## config.mk

```make
export PLATFORM = sky130hd
export DESIGN_NAME = bridge_irq_regs
export DESIGN_NICKNAME = d
export VERILOG_FILES = /design/src/rtl/bridge_irq_pkg.sv /design/src/rtl/evt_status.sv /design/src/rtl/err_status.sv /design/src/rtl/sys_lock.sv /design/src/rtl/bridge_irq_regs.sv
export SDC_FILE = /design/constraint.sdc
export NUM_CORES = 1
export LEC_CHECK = 0
export BUFFER_PORTS_ARGS = -buffer_cell sky130_fd_sc_hd__buf_4
export CORE_MARGIN = 5
export CORE_UTILIZATION = 30
export DETAILED_ROUTE_END_ITERATION = 16
export GPL_TIMING_DRIVEN = 0
export SLEW_MARGIN = 40
export SYNTH_ARGS = -nofsm -noshare
export SYNTH_HDL_FRONTEND = slang
export SYNTH_SLANG_ARGS = --single-unit
export TNS_END_PERCENT = 5
```

## constraint.sdc

```tcl
create_clock -name clk -period 1.7 [get_ports clk]
set_clock_uncertainty 0.1 [all_clocks]
set_input_delay 0.34 -clock clk [delete_from_list [all_inputs] [get_ports clk]]
set_output_delay 0.34 -clock clk [all_outputs]
set_load 0.02 [all_outputs]
```

## src/rtl/bridge_irq_pkg.sv

```systemverilog
package bridge_irq_pkg;
  localparam int EVT_W        = 8;
  localparam int DATA_W       = 16;
  localparam int ADDR_W       = 3;
  localparam int ERR_W        = 4;
  localparam int ERR_LSB      = DATA_W - ERR_W;
  localparam int SYS_RST_BIT  = 15;
  localparam int SYS_LOCK_BIT = 14;
  localparam int CFG_IEN_BIT  = 10;
  localparam logic [DATA_W-1:0] SYS_KEY = 16'hA05F;

  typedef enum logic [ADDR_W-1:0] {
    RA_STAT = 3'd0,
    RA_MASK = 3'd1,
    RA_ERR  = 3'd2,
    RA_SYS  = 3'd3,
    RA_CFG  = 3'd4
  } reg_addr_e;
endpackage

```

## src/rtl/evt_status.sv

```systemverilog
module evt_status #(
  parameter int W = 8
) (
  input  logic         clk,
  input  logic         rst,
  input  logic         clr_wr,
  input  logic [W-1:0] clr_data,
  input  logic [W-1:0] evt,
  output logic [W-1:0] stat_o
);
  logic [W-1:0] stat_q;

  for (genvar i = 0; i < W; i++) begin : g_bit
    always_ff @(posedge clk) begin
      if (rst)                           stat_q[i] <= 1'b0;
      else if (evt[i])                   stat_q[i] <= 1'b1;
      else if (clr_wr && !clr_data[i])   stat_q[i] <= 1'b0;
    end
  end

  assign stat_o = stat_q;


  evt_wins_chk: assert property (@(posedge clk) disable iff (rst)
    (|evt) |=> ((stat_q & $past(evt)) == $past(evt)));

  zero_clears_chk: assert property (@(posedge clk) disable iff (rst)
    (clr_wr && clr_data == '0 && evt == '0) |=> (stat_q == '0));
endmodule

```

## src/rtl/err_status.sv

```systemverilog
module err_status #(
  parameter int W = 4
) (
  input  logic         clk,
  input  logic         rst,
  input  logic         w1c_wr,
  input  logic [W-1:0] w1c_data,
  input  logic [W-1:0] evt,
  output logic [W-1:0] err_o
);
  logic [W-1:0] err_q;

  for (genvar i = 0; i < W; i++) begin : g_bit
    always_ff @(posedge clk) begin
      if (rst)                        err_q[i] <= 1'b0;
      else if (evt[i])                err_q[i] <= 1'b1;
      else if (w1c_wr && w1c_data[i]) err_q[i] <= 1'b0;
    end
  end

  assign err_o = err_q;


  ones_clear_chk: assert property (@(posedge clk) disable iff (rst)
    (w1c_wr && w1c_data == '1 && evt == '0) |=> (err_q == '0));

  zero_keeps_chk: assert property (@(posedge clk) disable iff (rst)
    (w1c_wr && w1c_data == '0) |=> ((err_q & $past(err_q)) == $past(err_q)));
endmodule

```

## src/rtl/sys_lock.sv

```systemverilog
module sys_lock #(
  parameter int              DW       = 16,
  parameter int              LOCK_BIT = 14,
  parameter logic [DW-1:0]   KEY      = 16'hA05F
) (
  input  logic          clk,
  input  logic          rst,
  input  logic          wr,
  input  logic [DW-1:0] wdata,
  output logic [DW-1:0] sys_o
);
  logic [DW-1:0] sys_q;
  logic          locked;
  logic          key_hit;

  assign locked  = sys_q[LOCK_BIT];
  assign key_hit = (wdata == KEY);

  always_ff @(posedge clk) begin
    if (rst) begin
      sys_q <= '0;
    end else if (wr) begin
      if (!locked)      sys_q           <= wdata;
      else if (key_hit) sys_q[LOCK_BIT] <= 1'b0;
    end
  end

  assign sys_o = sys_q;


  locked_hold_chk: assert property (@(posedge clk) disable iff (rst)
    (locked && wr && !key_hit) |=> $stable(sys_q));

  key_unlock_chk: assert property (@(posedge clk) disable iff (rst)
    (locked && wr && key_hit) |=> (!sys_q[LOCK_BIT] &&
      ((sys_q | (DW'(1) << LOCK_BIT)) == $past(sys_q))));
endmodule

```

## src/rtl/bridge_irq_regs.sv

```systemverilog
module bridge_irq_regs
  import bridge_irq_pkg::*;
#(
  parameter int EW  = EVT_W,
  parameter int DW  = DATA_W,
  parameter int AW  = ADDR_W,
  parameter int XW  = ERR_W
) (
  input  logic          clk,
  input  logic          rst,
  input  logic          reg_wr,
  input  logic [AW-1:0] reg_addr,
  input  logic [DW-1:0] reg_wdata,
  output logic [DW-1:0] reg_rdata,
  input  logic [EW-1:0] lcl_evt,
  input  logic [XW-1:0] pci_err_evt,
  output logic          irq_out,
  output logic          pci_rst_n
);
  localparam int XLSB = DW - XW;

  logic [EW-1:0] stat_w;
  logic [EW-1:0] mask_q;
  logic [XW-1:0] err_w;
  logic [DW-1:0] sys_w;
  logic [DW-1:0] cfg_q;
  logic [DW-1:0] rdata_q;
  logic          irq_q;
  logic          wr_stat, wr_mask, wr_err, wr_sys, wr_cfg;
  logic          ien;

  assign wr_stat = reg_wr && (reg_addr == RA_STAT);
  assign wr_mask = reg_wr && (reg_addr == RA_MASK);
  assign wr_err  = reg_wr && (reg_addr == RA_ERR);
  assign wr_sys  = reg_wr && (reg_addr == RA_SYS);
  assign wr_cfg  = reg_wr && (reg_addr == RA_CFG);
  assign ien     = cfg_q[CFG_IEN_BIT];

  evt_status #(.W(EW)) u_stat (
    .clk(clk), .rst(rst), .clr_wr(wr_stat), .clr_data(reg_wdata[EW-1:0]),
    .evt(lcl_evt), .stat_o(stat_w));

  err_status #(.W(XW)) u_err (
    .clk(clk), .rst(rst), .w1c_wr(wr_err), .w1c_data(reg_wdata[DW-1:XLSB]),
    .evt(pci_err_evt), .err_o(err_w));

  sys_lock #(.DW(DW), .LOCK_BIT(SYS_LOCK_BIT), .KEY(SYS_KEY)) u_sys (
    .clk(clk), .rst(rst), .wr(wr_sys), .wdata(reg_wdata), .sys_o(sys_w));

  always_ff @(posedge clk) begin
    if (rst) begin
      mask_q <= '0;
      cfg_q  <= '0;
    end else begin
      if (wr_mask) mask_q <= reg_wdata[EW-1:0];
      if (wr_cfg)  cfg_q  <= reg_wdata;
    end
  end

  always_ff @(posedge clk) begin
    if (rst) irq_q <= 1'b0;
    else     irq_q <= ien && ((stat_w & mask_q) != '0);
  end

  always_ff @(posedge clk) begin
    if (rst) begin
      rdata_q <= '0;
    end else begin
      case (reg_addr)
        RA_STAT: rdata_q <= DW'(stat_w);
        RA_MASK: rdata_q <= DW'(mask_q);
        RA_ERR:  rdata_q <= {err_w, {XLSB{1'b0}}};
        RA_SYS:  rdata_q <= sys_w;
        RA_CFG:  rdata_q <= cfg_q;
        default: rdata_q <= '0;
      endcase
    end
  end

  assign reg_rdata = rdata_q;
  assign irq_out   = irq_q;
  assign pci_rst_n = sys_w[SYS_RST_BIT];


  ien_gate_chk: assert property (@(posedge clk) disable iff (rst)
    !ien |=> !irq_q);

  irq_needs_mask_chk: assert property (@(posedge clk) disable iff (rst)
    irq_q |-> $past(mask_q != '0));

  irq_needs_stat_chk: assert property (@(posedge clk) disable iff (rst)
    irq_q |-> $past(stat_w != '0));
endmodule

```

==> results of run 1 <==
stage by stage:
step                hold slack, ns  setup slack [ns]
floorplan                    0.322             0.150
global placement             0.341           -0.0555
detailed placement           0.351           -0.0931
CTS                          0.103             0.121
global route                 0.115            0.0265
finish                       0.118             0.189
critical path: cells and delay by family (launching register included):
kind | cells | cell delay (ns)
AO/OA/AOI/OAI | 2 | 0.32
flip-flops | 1 | 0.31
buffers and inverters | 2 | 0.70
flip-flops by register name (all words and copies together), names as in the netlist:
register / cells
u_stat.stat_o: 8
irq_out: 1
mask_q: 8
u_err.err_o: 4
cfg_q: 16
u_sys.sys_o: 16
reg_rdata: 16
area by class of cell:
type,instances,area share
multi-input combinational,212,0.357
clock inverter,6,0.0237
clock buffer,10,0.0378
sequential,69,0.380
inverter,18,0.0186
buffer,25,0.0340
timing repair buffer,51,0.105
tap,129,0.0444
cell usage in the layout (no fill, tap or decap), types with 9 or more instances in the layout:
cell type / instances
a21oi_1: 52
a22oi_1: 18
buf_4: 55
clkbuf_1: 14
clkbuf_8: 10
dfxtp_1: 69
inv_1: 18
mux2_2: 12
nand2_1: 32
nand3_1: 15
nand3b_1: 9
nor2_1: 17
o21ai_0: 20
cell families (layout without fill, tap and decap cells):
family,Yosys count,in the layout
AND/OR/NAND/NOR,90,90
buffers and inverters,44,110
multiplexers,20,20
flip-flops,69,69
AO/OA/AOI/OAI,102,102
power by group:
part / switching [W] / total [W] / internal [W]
logic: 0.000176 / 0.000317 / 0.000141
registers: 0.0000271 / 0.00169 / 0.00166
clock network: 0.000645 / 0.00151 / 0.000863
total: 0.000849 / 0.00351 / 0.00266
worst max path at each step:
stage | end | slack [ns] | start | depth (start not counted)
6_report | u_sys.sys_o[11]$_SDFFE_PP0P_ | 0.19 | u_sys.sys_o[14]$_SDFFE_PP0P_ | 4
5_1_grt | u_sys.sys_o[9]$_SDFFE_PP0P_ | 0.03 | u_sys.sys_o[14]$_SDFFE_PP0P_ | 4
4_1_cts | u_sys.sys_o[11]$_SDFFE_PP0P_ | 0.12 | u_sys.sys_o[14]$_SDFFE_PP0P_ | 5
3_5_place_dp | u_sys.sys_o[10]$_SDFFE_PP0P_ | -0.09 | reg_addr[1] | 6
3_3_place_gp | reg_rdata[6]$_SDFF_PP0_ | -0.06 | reg_addr[0] | 6
2_1_floorplan | u_stat.stat_o[7]$_SDFFE_PP0P_ | 0.15 | reg_addr[2] | 5
layer usage:
layer	part of all wire	GRT usage
met1	0.45	0.191
met4	0.017	0.0496
met2	0.45	0.217
met3	0.080	0.0492
met5	0	0
timing repair:
item                                    4_1_cts  5_1_grt
buffers inserted                              0        0
hold endpoints to repair                      0        0
endpoints found under the setup margin        0       10
resized for setup                             0        0
==> flow_metrics.env, run 1 <==
export IMPL_final_area_um2=3640
export IMPL_r2r_start="u_sys.sys_o[14]$_SDFFE_PP0P_"
export IMPL_criticalPathCategory="reg2reg"
export IMPL_rows=35
export IMPL_synth_yosys_seq_area_share=0.481
export IMPL_die_height_um=108
export IMPL_clock_sinks=69
export IMPL_fin_tns_setup_ns=0
export IMPL_r2r_cells=4
export IMPL_clk_pin_slew_ns=0.08
export IMPL_drtIter0Drc=156
export IMPL_yosysTopAreaCell="dfxtp_1"
export IMPL_syn2layout_area_growth_pct=26.6
export IMPL_fin_util=0.392
export IMPL_whs_endpoint="u_stat.stat_o[7]$_SDFFE_PP0P_"
export IMPL_start_util=0.310
export IMPL_num_nets_final=420
export IMPL_cts_made_buffers=9
export IMPL_hp_start="lcl_evt[7]"
export IMPL_p_leak_nw=1.38
export IMPL_grt_pass1_wl_um=12900
export IMPL_synth_area_per_cell_um2=8.84
export IMPL_syn_nets=359
export IMPL_slowest_delay_ns=0.39
export IMPL_grt_pass1_vias=2539
export IMPL_regArea_um2=1380
export IMPL_drc_errors=0
export IMPL_gp_congestion=0.807
export IMPL_fp_dieW_um=108
export IMPL_fin_crit_ns=1.51
export IMPL_ctsHtreeMaxLevel=3
export IMPL_clk_latency_ns=0.36
export IMPL_cp_data_required_time_ns=1.88
export IMPL_antenna_found_initial=0
export IMPL_first_pass_iters=5
export IMPL_synth_main_ff_cell="dfxtp_1"
export IMPL_crit_top_cell="clkbuf_1"
export IMPL_cts_path_max_buffers=2
export IMPL_hold_path_class="in2reg"
export IMPL_grt_ovfl_total=0
export IMPL_yosys_warnings=0
export IMPL_arrival_ns=1.69
export IMPL_rsz0062_at_grt="no"
export IMPL_hold_buffers=0
export IMPL_reg2reg_to="u_sys.sys_o[11]$_SDFFE_PP0P_"
export IMPL_wire_per_inst_um=15.2
export IMPL_syn_area_um2=2870
export IMPL_drive_gt1_frac=0.256
export IMPL_maxCapViolCount=0
export IMPL_worst_pin_slew_ns=0.595
export IMPL_synth_area_mux_share=0.0749
export IMPL_grt_max_degree=13
export IMPL_cts_root_buf="clkbuf_8"
export IMPL_synth_xor_area_frac=0
export IMPL_synth_cells=325
export IMPL_relSlewSlack=0.603
export IMPL_vias=2594
export IMPL_detail_route_antenna_nets=0
export IMPL_r2r_slack_ns=0.19
export IMPL_ys_ff_latch=69
export IMPL_total_power_w=0.00351
export IMPL_nFillCells=1003
export IMPL_hold_viol=0
export IMPL_via_per_inst=4.99
export IMPL_tritoncts="done"
export IMPL_yosysTopAreaCellShare=0.481
export IMPL_period_share=0.889
export IMPL_placed_area_um2=3420
export IMPL_slowest_stage="clkbuf_1"
export IMPL_critPathLaunchType="flop"
export IMPL_die_area_um2=11600
export IMPL_multiInputGateArea_um2=1300
export IMPL_ys_top_cells_by_count="dfxtp_1 (69), a21oi_1 (52), nand2_1 (32)"
export IMPL_critical_path_cell_chain="clkbuf_1 -> clkbuf_1 -> o21ai_0 -> a21oi_1"
export IMPL_synth_compound_area_frac=0.209
export IMPL_crit_fanout=10
export IMPL_ys_top_cells_by_area="dfxtp_1 (48%), a21oi_1 (9.1%), a22oi_1 (4.7%), mux2_2 (4.7%), nand2_1 (4.2%)"
export IMPL_peakVddDrop_uv=434
export IMPL_ys_async_sr_fraction=0
export IMPL_track_usage=0.144
export IMPL_whs_path_depth=3
export IMPL_synth_edf_count=0
export IMPL_core_area_um2=9280
export IMPL_place_hpwl_um=5810
export IMPL_synth_top_family_by_area="compound AO/OA/AOI/OAI gates"
export IMPL_status="finished clean"
export IMPL_diodes=0
export IMPL_power_density_nw_per_um2=965
export IMPL_synth_fa_ha_area_frac=0
export IMPL_clock_fmax_ghz=0.662
export IMPL_synth_distinct_cells=36
export IMPL_drv_slew=0
export IMPL_io_buffers=51
export IMPL_endpoint_kind="flop"
export IMPL_yosys_area_share_simple=0.168
export IMPL_fin_cells=520
export IMPL_drt_wl_total_um=7930
export IMPL_synth_most_common_cell="dfxtp_1"
export IMPL_place_inst=505
export IMPL_setup_viol=0
export IMPL_ios=52
(Power assumes the default switching activity.)
==> run 2: changes to the inputs <==
- GPL_TIMING_DRIVEN: 0 -> not set
==> run 2 against run 1 <==
Clock power decreased by 19%. Design area is 0.38% higher. Global-route usage down 0.77 points. Sequential cell count is the same. Sequential power hardly changed. Via count decreased by 1.5%. Non-clock buffer count shrank 5. Critical path depth down 3. Power is 7.6% lower. Largest power group unchanged.
==> flow_metrics.env, run 2 (synthesis results as in run 1) <==
export IMPL_status="finished clean"
export IMPL_endpoint_kind="output pin"
export IMPL_cts_made_buffers=9
export IMPL_clock_sinks=69
export IMPL_io_buffers=51
export IMPL_period_share=0.769
export IMPL_hold_viol=0
export IMPL_drc_errors=0
export IMPL_num_nets_final=415
export IMPL_grt_pass1_vias=2457
export IMPL_arrival_ns=0.87
export IMPL_hold_buffers=0
export IMPL_first_pass_iters=4
export IMPL_cts_path_max_buffers=2
export IMPL_peakVddDrop_uv=444
export IMPL_final_cell_mix="dfxtp_1 (69), buf_4 (69), a21oi_1 (52), nand2_1 (32), o21ai_0 (20)"
export IMPL_clk_pin_slew_ns=0.07
export IMPL_holdWs_ns=0.137
export IMPL_nFillCells=965
export IMPL_syn2layout_area_growth_pct=27.1
export IMPL_via_per_inst=4.97
export IMPL_core_area_um2=9280
export IMPL_fp_dieW_um=108
export IMPL_crit_family="flip-flops"
export IMPL_p_leak_nw=1.39
export IMPL_postCtsSetupRepairBufs=0
export IMPL_die_height_um=108
export IMPL_critical_path_cell_chain="buf_4"
export IMPL_relSlewSlack=0.690
export IMPL_criticalPathCategory="reg2out"
export IMPL_setup_viol=0
export IMPL_die_area_um2=11600
export IMPL_place_ws_ns=0.0626
export IMPL_hold_path_class="in2reg"
export IMPL_grt_pass1_wl_um=12400
export IMPL_rsz0062_at_grt="no"
export IMPL_tritoncts="done"
export IMPL_diodes=0
export IMPL_place_hpwl_um=5490
export IMPL_grt_max_degree=38
export IMPL_vias=2554
export IMPL_fin_crit_ns=1.31
export IMPL_clk_latency_ns=0.34
export IMPL_wire_per_inst_um=14.8
export IMPL_clock_fmax_ghz=0.765
export IMPL_slowest_delay_ns=0.37
export IMPL_fin_tns_setup_ns=0
export IMPL_path_buf_inv=1
export IMPL_ctsHtreeMaxLevel=3
export IMPL_ios=52
export IMPL_antenna_found_initial=0
export IMPL_gp_congestion=0.802
export IMPL_drv_slew=0
export IMPL_critPathLaunchType="flop"
export IMPL_rows=35
export IMPL_slowest_stage="dfxtp_1"
export IMPL_drt_wl_total_um=7610
export IMPL_ctsResizeCount=0
export IMPL_detail_route_antenna_nets=0
export IMPL_fin_cells=514
export IMPL_worst_pin_slew_ns=0.465
export IMPL_start_util=0.310
export IMPL_final_area_um2=3650
export IMPL_drive_gt1_frac=0.275
export IMPL_maxCapViolCount=0
export IMPL_power_density_nw_per_um2=889
export IMPL_placed_area_um2=3480
export IMPL_drtIter0Drc=141
export IMPL_setup_ws_ns=0.393
export IMPL_cp_data_required_time_ns=1.26
export IMPL_track_usage=0.136
export IMPL_crit_fanout=3
export IMPL_cts_root_buf="clkbuf_8"
export IMPL_grt_ovfl_total=0
export IMPL_place_inst=499
-- run 2: cell types whose count changed in the layout (fill, tap and decap cells not counted), moves of 2 or more --
| cell | change |
|---|---|
| buf_2 | -4 |
| nor4bb_2 | +2 |
| nor4bb_1 | -2 |
| buf_4 | +14 |
| clkbuf_1 | -10 |
| buf_12 | +2 |
| clkbuf_2 | -2 |
-- run 2: layer usage --
metal  track usage  vias up  wire (µm)
met3        0.0438        9        518
met5             0        -          0
met2         0.198       79       3450
met1         0.191     1216       3550
met4        0.0406        0         97
li1              -     1250          -
-- run 2: path summary, 6_finish.rpt --
path / from / endpoint / slack (ns) / cells after the start
setup / recovery: u_sys.sys_o[15]$_SDFFE_PP0P_ / pci_rst_n / 0.39 / 1
setup reg to reg: u_sys.sys_o[14]$_SDFFE_PP0P_ / reg_rdata[14]$_SDFF_PP0_ / 0.51 / 4
hold reg to reg: cfg_q[7]$_SDFFE_PP0P_ / cfg_q[7]$_SDFFE_PP0P_ / 0.36 / 2
hold / removal: lcl_evt[1] / u_stat.stat_o[1]$_SDFFE_PP0P_ / 0.14 / 3
-- run 2: layout make-up --
| type | instances | area (µm²) | area share |
|---|---|---|---|
| Multi-Input combinational cell | 212 | 1310 | 0.359 |
| Sequential cell | 69 | 1380 | 0.378 |
| Inverter | 18 | 67.6 | 0.0185 |
| Timing Repair Buffer | 71 | 558 | 0.153 |
| Clock inverter | 2 | 35.0 | 0.00959 |
| Clock buffer | 13 | 139 | 0.0380 |
| Tap cell | 129 | 161 | 0.0442 |
-- run 2: where the power goes --
part           switching, W  internal [W]
clock network      0.000560      0.000670
logic              0.000173      0.000154
registers         0.0000273       0.00166
-- run 2: through the flow --
| step | util | power [W] |
|---|---|---|
| floorplan | - | 0.00189 |
| global placement | 0.375 | 0.00205 |
| detailed placement | 0.375 | 0.00205 |
| CTS | 0.393 | 0.00328 |
| global route | 0.393 | 0.00340 |
| finish | 0.393 | 0.00325 |
==> run 3: changes to the inputs <==
- clock period: 1.7 -> 1.2 ns (I/O delays scaled with it)
==> run 3 against run 2 <==
Combinational power rose by 70%. Via count up 3.4%. Clock-buffer cell count decreased by 3. Register-to-register slack worse by 0.50 ns. Highest routed layer unchanged. Die area did not move. Final cell count rose by 5.3%. First-iteration DRC count decreased by 5.0%. Critical path depth grew 2. Largest cell class unchanged. Global-route usage grew 1.1 points. Sequential power is 41% higher. Sequential cell count unchanged. Utilization rose by 3.5 points.
==> flow_metrics.env, run 3 (synthesis results as in run 1) <==
export IMPL_endpoint_kind="flop"
export IMPL_start_util=0.310
export IMPL_clk_latency_ns=0.34
export IMPL_path_buf_inv=0
export IMPL_setup_viol=0
export IMPL_slowest_stage="dfxtp_1"
export IMPL_peakVddDrop_uv=763
export IMPL_crit_family="compound AO/OA/AOI/OAI gates"
export IMPL_reg2reg_to="irq_out$_SDFF_PP0_"
export IMPL_crit_fanout=3
export IMPL_holdWs_ns=0.0357
export IMPL_slowest_delay_ns=0.34
export IMPL_hold_viol=0
export IMPL_drc_errors=0
export IMPL_detail_route_antenna_nets=0
export IMPL_ctsHtreeMaxLevel=3
export IMPL_grt_ovfl_total=0
export IMPL_clock_fmax_ghz=0.840
export IMPL_fin_cells=541
export IMPL_period_share=0.992
export IMPL_critPathLaunchType="flop"
export IMPL_grt_max_degree=38
export IMPL_io_buffers=51
export IMPL_r2r_slack_ns=0.009
export IMPL_cts_made_buffers=9
export IMPL_hp_start="lcl_evt[0]"
export IMPL_hold_buffers=0
export IMPL_maxCapViolCount=0
export IMPL_status="finished clean"
export IMPL_cts_path_max_buffers=2
export IMPL_via_per_inst=4.88
export IMPL_syn2layout_area_growth_pct=38.4
export IMPL_final_common_cell="buf_4"
export IMPL_core_area_um2=9280
export IMPL_die_area_um2=11600
export IMPL_drv_slew=0
export IMPL_r2r_cells=3
export IMPL_num_nets_final=441
export IMPL_clock_sinks=69
export IMPL_rsz0062_at_grt="yes"
export IMPL_nFillCells=972
export IMPL_tritoncts="done"
export IMPL_diodes=0
export IMPL_antenna_found_initial=0
export IMPL_hold_path_class="in2reg"
export IMPL_whs_path_depth=3
export IMPL_place_hpwl_um=5930
export IMPL_criticalPathCategory="reg2reg"
export IMPL_place_inst=523
export IMPL_cts_root_buf="clkbuf_8"
export IMPL_first_pass_iters=4
export IMPL_power_density_nw_per_um2=1270
export IMPL_cp_data_required_time_ns=1.31
export IMPL_drtIter0Drc=134
export IMPL_grt_pass1_vias=2653
export IMPL_worst_pin_slew_ns=0.265
export IMPL_track_usage=0.147
export IMPL_drive_gt1_frac=0.347
export IMPL_critical_path_cell_chain="a22o_1 -> a221oi_1 -> a311oi_1"
export IMPL_rows=35
export IMPL_gp_congestion=0.767
export IMPL_die_height_um=108
export IMPL_fin_crit_ns=1.19
export IMPL_whs_endpoint="u_stat.stat_o[0]$_SDFFE_PP0P_"
export IMPL_fp_dieW_um=108
export IMPL_arrival_ns=1.30
export IMPL_relSlewSlack=0.822
export IMPL_drt_wl_total_um=8260
export IMPL_r2r_start="mask_q[5]$_SDFFE_PP0P_"
export IMPL_clk_pin_slew_ns=0.08
export IMPL_wire_per_inst_um=15.3
export IMPL_p_leak_nw=1.57
export IMPL_grt_pass1_wl_um=13300
export IMPL_final_cell_mix="buf_4 (90), dfxtp_1 (66), a21oi_1 (52), nand2_1 (32), o21ai_0 (20)"
export IMPL_ios=52
export IMPL_vias=2642
[run 3: layout make-up]
| type | instances | area, µm² | share of cell area |
|---|---|---|---|
| timing repair buffer | 97 | 807 | 0.203 |
| inverter | 18 | 71.3 | 0.0179 |
| clock inverter | 6 | 86.3 | 0.0217 |
| multi-input combinational | 212 | 1330 | 0.334 |
| sequential | 69 | 1390 | 0.348 |
| tap | 129 | 161 | 0.0406 |
| clock buffer | 10 | 138 | 0.0346 |
[run 3: worst max path at each step]
stage / cells after the start / slack (ns) / startpoint / endpoint
after detailed placement: 4 / -0.38 / reg_wdata[10] / u_sys.sys_o[14]$_SDFFE_PP0P_
after CTS: 3 / -0.01 / u_sys.sys_o[14]$_SDFFE_PP0P_ / u_sys.sys_o[1]$_SDFFE_PP0P_
final: 3 / 0.009 / mask_q[5]$_SDFFE_PP0P_ / irq_out$_SDFF_PP0_
after global routing: 6 / -0.001 / reg_addr[0] / cfg_q[4]$_SDFFE_PP0P_
after global placement: 4 / -0.34 / reg_wdata[10] / u_sys.sys_o[14]$_SDFFE_PP0P_
after floorplan: 5 / -0.20 / reg_addr[2] / u_stat.stat_o[7]$_SDFFE_PP0P_
[run 3: routing by layer]
layer,vias up,GRT usage,share of wire
li1,1302,-,-
met1,1244,0.198,0.46
met2,86,0.230,0.47
met3,10,0.0366,0.057
met4,0,0.0478,0.011
met5,-,0,0
[run 3: timing repair]
item                                   4_1_cts  5_1_grt
endpoints found under the hold margin        0        0
cloned                                       0        0
resized for setup                            2        6
setup buffers                                0        2
setup endpoints to repair                    3       21
[run 3: tightest hold or removal path, stage by stage]
cell and delay [ns]:
buf_4 0.11, inv_1 0.04, a21oi_1 0.05
[run 3: report_power, final]
group	switching [W]	leakage (nW)	internal, W
logic	0.000268	0.890	0.000289
registers	0.0000412	0.563	0.00235
clock network	0.000892	0.112	0.00122
total	0.00120	1.57	0.00386
[run 3: through the flow]
| step | TNS [ns] | instance area, µm² | total power [W] | utilization | worst slack [ns] |
|---|---|---|---|---|---|
| 2_1_floorplan | -4.01 | 2890 | 0.00268 | - | -0.198 |
| 3_3_place_gp | -14.08 | 3710 | 0.00298 | 0.399 | -0.337 |
| 3_5_place_dp | -14.79 | 3710 | 0.00299 | 0.399 | -0.380 |
| 4_1_cts | -0.0141 | 3940 | 0.00511 | 0.424 | -0.0141 |
| 5_1_grt | -0.00116 | 3980 | 0.00527 | 0.429 | -0.00101 |
| 6_report | 0 | 3980 | 0.00507 | 0.429 | 0.00913 |
